### src/rtl/plw_pkg.sv
package plw_pkg;
  typedef enum logic [1:0] {
    WD_IDLE = 2'd0,
    WD_RUN  = 2'd1,
    WD_STOP = 2'd2
  } wd_state_e;

  function automatic int unsigned max_u(input int unsigned a, input int unsigned b);
    return (a > b) ? a : b;
  endfunction
endpackage

### src/rtl/plw_budget_sel.sv
module plw_budget_sel #(
  parameter int unsigned FIRST_BUDGET = 16,
  parameter int unsigned LATER_BUDGET = 8,
  parameter int unsigned CNT_W        = 5
) (
  input  logic             use_first,
  output logic [CNT_W-1:0] budget
);
  localparam logic [CNT_W-1:0] FIRST_V = CNT_W'(FIRST_BUDGET);
  localparam logic [CNT_W-1:0] LATER_V = CNT_W'(LATER_BUDGET);

  generate
    if (FIRST_BUDGET == LATER_BUDGET) begin : g_same
      logic unused_sel;
      assign unused_sel = use_first;
      assign budget     = FIRST_V;
    end else begin : g_mux
      assign budget = use_first ? FIRST_V : LATER_V;
    end
  endgenerate
endmodule

### src/rtl/plw_phase_timer.sv
module plw_phase_timer #(
  parameter int unsigned CNT_W = 5
) (
  input  logic             clk,
  input  logic             rst_n,
  input  logic             load,
  input  logic [CNT_W-1:0] load_val,
  input  logic             step,
  output logic             at_limit
);
  logic [CNT_W-1:0] remain_q;

  always_ff @(posedge clk or negedge rst_n) begin
    if (!rst_n) begin
      remain_q <= '0;
    end else if (load) begin
      remain_q <= load_val;
    end else if (step && remain_q > CNT_W'(1)) begin
      remain_q <= remain_q - CNT_W'(1);
    end
  end

  // Last edge of the budget: a further unanswered edge is a timeout.
  assign at_limit = (remain_q <= CNT_W'(1));
endmodule

### src/rtl/plw_ctrl.sv
module plw_ctrl
  import plw_pkg::*;
(
  input  logic clk,
  input  logic rst_n,
  input  logic frame,
  input  logic attn,
  input  logic rdy,
  input  logic at_limit,
  output logic tmr_load,
  output logic tmr_use_first,
  output logic tmr_step,
  output logic busy,
  output logic stop_req,
  output logic retry_flag,
  output logic disc_flag,
  output logic phase_first
);
  wd_state_e state_q, state_d;
  logic      first_q, first_d;
  logic      retry_q, retry_d;
  logic      disc_q,  disc_d;
  logic      done_ph, pend_ph;

  assign done_ph = frame && attn && rdy;
  assign pend_ph = frame && attn && !rdy;

  always_comb begin
    state_d       = state_q;
    first_d       = first_q;
    retry_d       = retry_q;
    disc_d        = disc_q;
    tmr_load      = 1'b0;
    tmr_use_first = 1'b0;
    tmr_step      = 1'b0;
    unique case (state_q)
      WD_IDLE: begin
        if (frame) begin
          state_d       = WD_RUN;
          first_d       = 1'b1;
          tmr_load      = 1'b1;
          tmr_use_first = 1'b1;
        end
      end
      WD_RUN: begin
        if (!frame) begin
          state_d = WD_IDLE;
          first_d = 1'b0;
        end else if (done_ph) begin
          first_d  = 1'b0;
          tmr_load = 1'b1;
        end else if (pend_ph) begin
          if (at_limit) begin
            state_d = WD_STOP;
            retry_d = first_q;
            disc_d  = !first_q;
          end else begin
            tmr_step = 1'b1;
          end
        end
      end
      WD_STOP: begin
        if (!frame) begin
          state_d = WD_IDLE;
          first_d = 1'b0;
          retry_d = 1'b0;
          disc_d  = 1'b0;
        end
      end
      default: begin
        state_d = WD_IDLE;
        first_d = 1'b0;
        retry_d = 1'b0;
        disc_d  = 1'b0;
      end
    endcase
  end

  always_ff @(posedge clk or negedge rst_n) begin
    if (!rst_n) begin
      state_q <= WD_IDLE;
      first_q <= 1'b0;
      retry_q <= 1'b0;
      disc_q  <= 1'b0;
    end else begin
      state_q <= state_d;
      first_q <= first_d;
      retry_q <= retry_d;
      disc_q  <= disc_d;
    end
  end

  assign busy        = (state_q != WD_IDLE);
  assign stop_req    = (state_q == WD_STOP);
  assign retry_flag  = retry_q;
  assign disc_flag   = disc_q;
  assign phase_first = first_q;
endmodule

### src/rtl/phase_latency_watchdog.sv
module phase_latency_watchdog #(
  parameter int unsigned FIRST_BUDGET = 16,
  parameter int unsigned LATER_BUDGET = 8
) (
  input  logic clk,
  input  logic rst_n,
  input  logic frame,
  input  logic attn,
  input  logic rdy,
  output logic busy,
  output logic stop_req,
  output logic retry_flag,
  output logic disc_flag,
  output logic phase_first
);
  localparam int unsigned MAX_BUDGET = plw_pkg::max_u(FIRST_BUDGET, LATER_BUDGET);
  localparam int unsigned CNT_W      = $clog2(MAX_BUDGET + 1);

  logic             tmr_load, tmr_use_first, tmr_step, at_limit;
  logic [CNT_W-1:0] budget;

  plw_budget_sel #(
    .FIRST_BUDGET(FIRST_BUDGET),
    .LATER_BUDGET(LATER_BUDGET),
    .CNT_W       (CNT_W)
  ) u_budget (
    .use_first(tmr_use_first),
    .budget   (budget)
  );

  plw_phase_timer #(.CNT_W(CNT_W)) u_timer (
    .clk     (clk),
    .rst_n   (rst_n),
    .load    (tmr_load),
    .load_val(budget),
    .step    (tmr_step),
    .at_limit(at_limit)
  );

  plw_ctrl u_ctrl (
    .clk          (clk),
    .rst_n        (rst_n),
    .frame        (frame),
    .attn         (attn),
    .rdy          (rdy),
    .at_limit     (at_limit),
    .tmr_load     (tmr_load),
    .tmr_use_first(tmr_use_first),
    .tmr_step     (tmr_step),
    .busy         (busy),
    .stop_req     (stop_req),
    .retry_flag   (retry_flag),
    .disc_flag    (disc_flag),
    .phase_first  (phase_first)
  );
endmodule

### config.mk
export PLATFORM = sky130hd
export DESIGN_NAME = phase_latency_watchdog
export DESIGN_NICKNAME = d
export VERILOG_FILES = /design/src/rtl/plw_pkg.sv /design/src/rtl/plw_budget_sel.sv /design/src/rtl/plw_phase_timer.sv /design/src/rtl/plw_ctrl.sv /design/src/rtl/phase_latency_watchdog.sv
export SDC_FILE = /design/constraint.sdc
export NUM_CORES = 1
export LEC_CHECK = 0
export BUFFER_PORTS_ARGS = -buffer_cell sky130_fd_sc_hd__buf_2
export CAP_MARGIN = 20
export CORE_AREA = 2 2 39 41
export CTS_CLUSTER_SIZE = 24
export DETAILED_ROUTE_END_ITERATION = 12
export DIE_AREA = 0 0 41 43
export PLACE_DENSITY = 0.65
export RECOVER_POWER = 100
export SLEW_MARGIN = 20
export SYNTH_ARGS = -nofsm -noshare
export SYNTH_HDL_FRONTEND = slang
export SYNTH_SLANG_ARGS = --single-unit
### constraint.sdc
create_clock -name clk -period 2.5 [get_ports clk]
set_clock_uncertainty 0.1 [all_clocks]
set_input_delay 0.25 -clock clk [delete_from_list [all_inputs] [get_ports clk]]
set_output_delay 0.25 -clock clk [all_outputs]
set_load 0.01 [all_outputs]
Word level (Yosys, flattened, before mapping) --
Index checks and enable logic that the tools add are counted.
Storage, ports and cells: bits in registers 10, bits of input ports 5, output and inout bits 5, word-level logic and storage cells 68
Operators by class: $add $sub $neg 1, order comparisons 2, equal/unequal tests 12, mux-type cells 35, bitwise logic cells 1, reductions and logical operators 12
Operators by type and width (count):
- $mux W1 | 21
- $mux W5 | 3
- $mux W2 | 6
- $ne A2 B2 Y1 const B | 5
- $pmux W1 S3 | 3
- $ne A3 B2 Y1 const B | 2
- $ne A3 B3 Y1 const B | 2
- $pmux W2 S3 | 1
- $reduce_and A6 Y1 | 1
- $gt A5 B1 Y1 const B | 1
- $le A5 B1 Y1 const B | 1
- $reduce_and A5 Y1 | 1
- $sub A5 B1 Y5 const B | 1
- $logic_and A1 B1 Y1 | 4
- $reduce_bool A2 Y1 | 2
- $reduce_and A3 Y1 | 1
- $eq A2 B1 Y1 const B | 1
- $eq A2 B2 Y1 const B | 1
- $logic_not A1 Y1 | 2
- $logic_not A2 Y1 | 1
- $ne A2 B1 Y1 const B | 1
- $pmux W1 S2 | 1
- $not A1 Y1 | 1

Logic depth before layout (Yosys ltp) --
Gate-level depths: netlist of run 1.
depth in word-level cells 9, depth in mapped cells 6, mapped depth without buffers 6

Modules after synthesis --
A second synthesis of run 1 with hierarchy kept.
Second synthesis, totals: cells, all modules 76, area, all modules 690.7 um^2
Modules (own cells, without submodules):
- plw_phase_timer | times used 1, cells an instance 39, area an instance 359.1 um^2, sequential area each 125.1 um^2
- plw_ctrl | times used 1, cells an instance 31, area an instance 294.0 um^2, sequential area each 125.1 um^2
- plw_budget_sel | times used 1, cells an instance 6, area an instance 37.5 um^2, sequential area each 0.0 um^2

Least setup slack after synthesis of run 1 --
OpenSTA, ideal clock, no wires.
kind flip-flop to flip-flop, start reg u_timer.remain_q[0], end reg u_ctrl.disc_q (netlist: u_ctrl.disc_flag), setup time 0.121 ns, arrival 1.430 ns, data required time 2.279 ns, path slack 0.849 ns, cell stages (with the launch flop) 6, buffers on the path 0, clock period less this slack 1.651 ns, cells stage by stage dfrtp_1 -> ha_1 -> o21bai_1 -> and3b_1 -> a32o_1 -> a22o_1
On the way: cells in the longest elaborated chain, start to end 3
Ends and longest elaborated chain:
- start, declared | RTL line plw_phase_timer.sv:11 | logic [CNT_W-1:0] remain_q;
- start signal, assigned | RTL line plw_phase_timer.sv:17 | remain_q <= load_val;
- start signal, assigned | RTL line plw_phase_timer.sv:19 | remain_q <= remain_q - CNT_W'(1);
- $le A5 B1 Y1 | RTL line plw_phase_timer.sv:24 | assign at_limit = (remain_q <= CNT_W'(1));
- $ne A2 B2 Y1 (no line)
- $reduce_and A6 Y1 (no line)
- end signal, assigned | RTL line plw_ctrl.sv:89 | disc_q <= disc_d;
- end, declared | RTL line plw_ctrl.sv:22 | logic disc_q, disc_d;
No other way between the ends. A chain may end at the register's enable or synchronous reset.

Final worst setup path of run 1 --
Ends and elaborated chain as after synthesis.

==> impl_metrics.toml, run 1 <==
[outcome]
status = "complete, no violations"

[drt]
wire_per_inst_um = 13.8
ant_nets = 0
dr.pass1.iters = 4
viasPerCell = 5.71
drt-initial-drc-count = 15
vias = 525
drt-total-wl_um = 1270
drc_errors = 0

[timing]
fmax_mhz = 565
hold_viol = 0
relSlewSlack_pct = 62.5
worst_pin_slew_ns = 0.562
grt_setup_unrepaired = "false"
post-route-period-util_pct = 70.8
setup_tns_ns = 0
setup_viol = 0
maxSlewViolCount = 0
fin_crit_ns = 1.77
whs_ns = 0.198

[critical_path]
crit_start = "u_timer.remain_q[0]"
critical-path-slowest-cell = "dfrtp_1"
required_ns = 2.56
cp_slowest_stage_delay_ns = 0.44
crit_path_max_fanout = 6
critical_path.cell_chain = "ha_1 -> o21bai_1 -> and3b_1 -> a32o_1 -> a22o_1"
endpoint_kind = "flop"
crit_buf_inv = 0
r2r-start = "u_timer.remain_q[0]"
worstSetupPathType = "flop to flop"
cp-start-kind = "flop"
worstPathArrival_ns = 1.83
critical_path.top_delay_family = "compound AO/OA/AOI/OAI gates"

[synthesis]
syn_inst = 63
synth.distinct_cells = 26
syn_area_per_cell_um2 = 9.35
syn_nets = 70
yosysWarnings = 0
ys_seq_area_share_pct = 42.5
yosys_register_bits = 10
syn-cell-area_um2 = 589

[die]
core_region_area_mm2 = 0.00138
die-area_mm2 = 0.00176
fp-row-count = 14
die_h_um = 43
ios = 10
initial_core_util_pct = 42.6
die_width_um = 41

[clock_network]
numCtsBuffers = 3
clkLatencyLatePin_ns = 0.27
cts_tree = "yes"
clk_pin_slew_worst_paths_ns = 0.07
htreeDepth = 1
cts_resized = 0
cts_buffer_depth = 2
clock-sinks = 10
root_buffer = "clkbuf_4"

[grt]
antenna_found_initial = 0
grt_remaining_overflow = 0
grt_max_degree = 11
grtUsageTotal_pct = 18.3
grt_pass1_vias = 505
grt_pass1_wl_um = 2150

[power_and_ir_drop]
switching_share_pct = 35.3
total_power_mw = 0.563
seq_power_share_pct = 43.3
p_leak_nw = 0.316
peakVddDrop_mv = 0.362
clockPowerShare_pct = 26.0
power_frac_comb_pct = 30.7
power.switching_mw = 0.198
power_density_mw_per_mm2 = 817
p_int_mw = 0.364

[cells_and_area]
areaGrowthSynthToFinish_pct = 16.8
layout-drive-gt1-share_pct = 13.2
diodes = 0
nets = 84
nFillCells = 149
fin_util_pct = 49.7

[placement]
gp_congestion = 0.854
io_buffer_count = 9
dpl.hpwl_um = 957

[flow_run]
max-cap-violations = 0

[worst_hold_path]
hp-start = "frame"
min_path_type = "input port to flop"
## cell families after synthesis
| kind of cell | after synthesis | synth area share (%) |
|---|---|---|
| AO/OA/AOI/OAI | 22 | 27.6 |
| flip-flops | 10 | 42.5 |
| AND/OR/NAND/NOR | 20 | 18.7 |
| adder cells (fa/ha/maj) | 2 | 4.25 |
| buffers and inverters | 8 | 5.31 |
| multiplexers | 1 | 1.70 |
## layer usage
layer | global-route usage [%] | wire length (um) | up-vias
met3 | 6.28 | 68 | 2
met2 | 27.5 | 631 | 16
met1 | 22.8 | 559 | 247
met5 | 0 | 0 | -
li1 | - | - | 260
met4 | 8.00 | 14 | 0
## synthesized netlist by cell type (all sizes together)
cell type	count	share of area, %
a22o	3	4.5
a41oi	1	1.5
inv	7	4.5
nand2b	1	1.1
mux2i	1	1.7
nand2	5	3.2
a211oi	1	1.3
nand3b	1	3.4
nand3	2	1.7
o2bb2ai	1	1.5
o211a	1	1.7
buf	1	0.85
a32o	2	3.4
ha	2	4.2
and3b	1	1.5
dfrtp	10	42
a211o	2	3.2
o22ai	3	3.2
a31oi	1	1.1
o21bai	1	1.3
nor3	3	3.4
o21ai	2	1.7
nor2	7	4.5
a21oi	4	3.4
## cells in the final DEF, fill, tap and decap left out, drive strengths merged, types with 2 or more instances in the layout
master	count
a211o	2
a21oi	4
a22o	3
a32o	2
buf	3
clkbuf	10
dfrtp	10
ha	2
inv	7
nand2	5
nand3	2
nor2	7
nor3	3
o21ai	2
o22ai	3
## worst paths after layout
kind	endpoint	slack, ns	cells past startpoint
min reg2reg	u_ctrl.disc_flag	0.45	1
min	u_ctrl.retry_flag	0.20	2
max	u_ctrl.disc_flag	0.73	5
max reg2reg	u_ctrl.disc_flag	0.73	5
min in group asynchronous	u_ctrl.disc_flag	0.38	2
max in group asynchronous	u_timer.remain_q[1]	1.55	2
## per-stage QoR
stage	area, um^2	instances	setup WS, ns
2_1_floorplan	589	63	0.849
6_report	688	92	0.731
3_5_place_dp	649	87	0.760
4_1_cts	696	92	0.743
3_3_place_gp	649	87	0.795
5_1_grt	688	92	0.645
## sequential cells by signal, summed over array words and instances, names as in the netlist
name and count:
u_timer.remain_q 5, u_ctrl.state_q 2, u_ctrl.disc_flag 1, u_ctrl.phase_first 1, u_ctrl.retry_flag 1
## power groups by stage
stage / Clock, mW / Combinational, mW / Sequential [mW]
after global placement: 0 / 0.174 / 0.243
after global routing: 0.163 / 0.200 / 0.250
final: 0.146 / 0.173 / 0.243
after CTS: 0.150 / 0.179 / 0.242
after detailed placement: 0 / 0.178 / 0.244
after floorplan: 0 / 0.125 / 0.240
## layout make-up
type / count / area [um^2] / share of cell area (%)
clock buffers: 4 / 36.3 / 5.27
multi-input cells: 45 / 308 / 44.7
inverters: 7 / 26.3 / 3.82
repair buffers: 10 / 47.5 / 6.91
flip-flops and latches: 10 / 250 / 36.4
well taps: 16 / 20.0 / 2.91
## timing repair
item / 4_1_cts / 5_1_grt
buffers inserted: 0 / 0
hold endpoints to repair: 10 / 0
hold buffers: 1 / 0
Power figures use the tool's default switching activity.
==> inputs of run 2 (changes only) <==
--- a/config.mk
+++ b/config.mk
@@ -5,13 +5,14 @@
 export SDC_FILE = /design/constraint.sdc
 export NUM_CORES = 1
 export LEC_CHECK = 0
+export ABC_AREA = 1
 export BUFFER_PORTS_ARGS = -buffer_cell sky130_fd_sc_hd__buf_2
 export CAP_MARGIN = 20
 export CORE_AREA = 2 2 39 41
 export CTS_CLUSTER_SIZE = 24
 export DETAILED_ROUTE_END_ITERATION = 12
 export DIE_AREA = 0 0 41 43
-export PLACE_DENSITY = 0.65
+export PLACE_DENSITY = 0.74
 export RECOVER_POWER = 100
 export SLEW_MARGIN = 20
 export SYNTH_ARGS = -nofsm -noshare
==> constraint.sdc (replaced) <==
create_clock -name clk -period 1.7 [get_ports clk]
set_clock_uncertainty 0.1 [all_clocks]
set_input_delay 0.17 -clock clk [delete_from_list [all_inputs] [get_ports clk]]
set_output_delay 0.17 -clock clk [all_outputs]
set_load 0.01 [all_outputs]
==> impl_metrics.toml, run 2 <==
[critical_path]
cp-start-kind = "flop"
crit_path_frequent_cell = "nand2_1"
crit_buf_inv = 1
worstSetupEndpoint = "u_timer.remain_q[2]"
reg2regPathDepth = 8
cp_slowest_stage_delay_ns = 0.39
crit_start = "u_timer.remain_q[1]"
rrSetupSlack_ns = 0.25
critical-path-slowest-cell = "dfrtp_1"
timing.rr.end = "u_timer.remain_q[2]"
r2r-start = "u_timer.remain_q[1]"
worstSetupPathType = "flop to flop"
crit_path_max_fanout = 7
critical_path.top_delay_family = "simple AND/OR/NAND/NOR gates"
endpoint_kind = "flop"
critical_path.cell_chain = "inv_1 -> ha_1 -> o21bai_1 -> nand2_1 -> nand3_4 -> nand2_1 -> nand2_1 -> nand2_1"
worstPathArrival_ns = 1.56
worst-path-stages = 8
required_ns = 1.81

[synthesis]
syn_inst = 95
syn_area_per_cell_um2 = 7.34
synth.distinct_cells = 21
syn-cell-area_um2 = 697
syn_nets = 102
yosysMostFrequentCell = "nand2_1"
ys_async_sr_fraction_pct = 100
ys_seq_area_share_pct = 35.9
synth_top_area_cell = "dfrtp_1"
synth_flop_cell = "dfrtp_1"
yosys_register_bits = 10
synthTopCellsByCount = "nand2_1, inv_1, dfrtp_1, nand3_1, nor2_1"
synth_edf_count = 0
synth.area.top_cells = "dfrtp_1, nand2_1, nand3_1"
yosysWarnings = 0
yosys.area.top_type_share_pct = 35.9

[cells_and_area]
regMostFlops = "u_timer.remain_q"
layout-drive-gt1-share_pct = 18.3
fin_area_um2 = 791
largest_reg_flops = 5
fin_util_pct = 57.1
final_cell_mix = "nand2_1, inv_1, nand3_1, dfrtp_1"
nets = 117
finalNonFillerCells = 125
nFillCells = 148
areaGrowthSynthToFinish_pct = 13.5
top_regs = "u_timer.remain_q x5, u_ctrl.state_q x2"
layout_commonest_cell = "nand2_1"
diodes = 0

[clock_network]
htreeDepth = 1
root_buffer = "clkbuf_4"
cts_buffer_depth = 2
clkLatencyLatePin_ns = 0.27
cts_tree = "yes"
clock-sinks = 10
clk_pin_slew_worst_paths_ns = 0.07
numCtsBuffers = 3
cts_resized = 0

[power_and_ir_drop]
p_leak_nw = 0.461
power_density_mw_per_mm2 = 1830
peakVddDrop_mv = 0.811
total_power_mw = 1.44

[outcome]
status = "complete, no violations"

[drt]
viasPerCell = 4.71
ant_nets = 0
dr.pass1.iters = 4
vias = 589
wire_per_inst_um = 10.5
drt-initial-drc-count = 10
drc_errors = 0
drt-total-wl_um = 1320

[die]
die-area_mm2 = 0.00176
initial_core_util_pct = 50.4
fp-row-count = 14
die_width_um = 41
core_region_area_mm2 = 0.00138
ios = 10
die_h_um = 43

[timing]
grt_setup_unrepaired = "false"
worst_pin_slew_ns = 0.549
whs_ns = 0.108
maxSlewViolCount = 0
relSlewSlack_pct = 63.4
timing.final.ws_setup_ns = 0.248
post-route-period-util_pct = 85.4
setup_tns_ns = 0
hold_viol = 0
setup_viol = 0
fmax_mhz = 689
fin_crit_ns = 1.45

[placement]
gp_congestion = 0.819
dpl.hpwl_um = 1080
io_buffer_count = 9
place_area_um2 = 762
placed_cells = 120
pre_cts_ws_ns = 0.282

[grt]
grtUsageTotal_pct = 19.3
grt_pass1_vias = 522
grt_remaining_overflow = 0
grt_max_degree = 11
grt_pass1_wl_um = 2240
antenna_found_initial = 0

[worst_hold_path]
min_path_type = "input port to flop"

[flow_run]
max-cap-violations = 0
==> run 2: cell types whose count changed after synthesis, moves of 3 or more <==
cell     change
nand2_2      +4
inv_2        +4
o22ai_1      -3
nand3_1      +8
nand2_1     +29
a22o_1       -3
a21oi_1      -4
inv_1        +4
==> run 2: power breakdown <==
part           leakage (nW)  internal [mW]  switching (mW)
clock network        0.0210          0.130          0.0917
logic                 0.311          0.286           0.507
registers             0.129          0.338          0.0897
total                 0.461          0.755           0.689
==> run 2: timing repair <==
item	in CTS	in global routing
hold buffers	1	0
endpoints found under the hold margin	10	0
buffers inserted	0	0
==> run 2: cell families (layout without fill, tap and decap cells) <==
logic type      Yosys count  count (layout)  share of synthesized area [%]
simple gates             62              62                           47.4
buf+inv                  16              30                           8.62
flops                    10              10                           35.9
compound gates            4               4                           3.23
fa+ha+maj                 2               2                           3.59
xor+xnor                  1               1                           1.26
==> run 2: worst min-delay path by stage <==
stage	startpoint	cells past startpoint	end	slack, ns
after floorplan	rst_n	0	u_ctrl.disc_flag	-0.23
after global placement	rst_n	1	u_ctrl.phase_first	-0.06
after detailed placement	rst_n	1	u_ctrl.state_q[0]	-0.06
after CTS	frame	3	u_ctrl.state_q[1]	0.11
after global routing	frame	3	u_ctrl.state_q[1]	0.16
final	frame	3	u_ctrl.state_q[1]	0.11
==> run 2: area by class of cell <==
class	count	area [um^2]	area share [%]
sequential	10	250	31.6
clock buffer	4	36.3	4.59
multi-input combinational	69	374	47.3
tap	16	20.0	2.53
timing repair buffer	10	50.0	6.33
inverter	16	60.1	7.59
==> run 2: metal layers <==
metal | GRT usage [%] | share of wire, % | vias to the layer above
li1 | - | - | 321
met4 | 10.0 | 3.4 | 0
met1 | 25.2 | 48 | 255
met3 | 4.71 | 2.4 | 4
met2 | 28.1 | 46 | 9
met5 | 0 | 0 | -
==> run 2: worst min-delay path, cell delays in order <==
cell and delay, ns:
buf_2 0.12, nand2_1 0.09, nand2_1 0.07
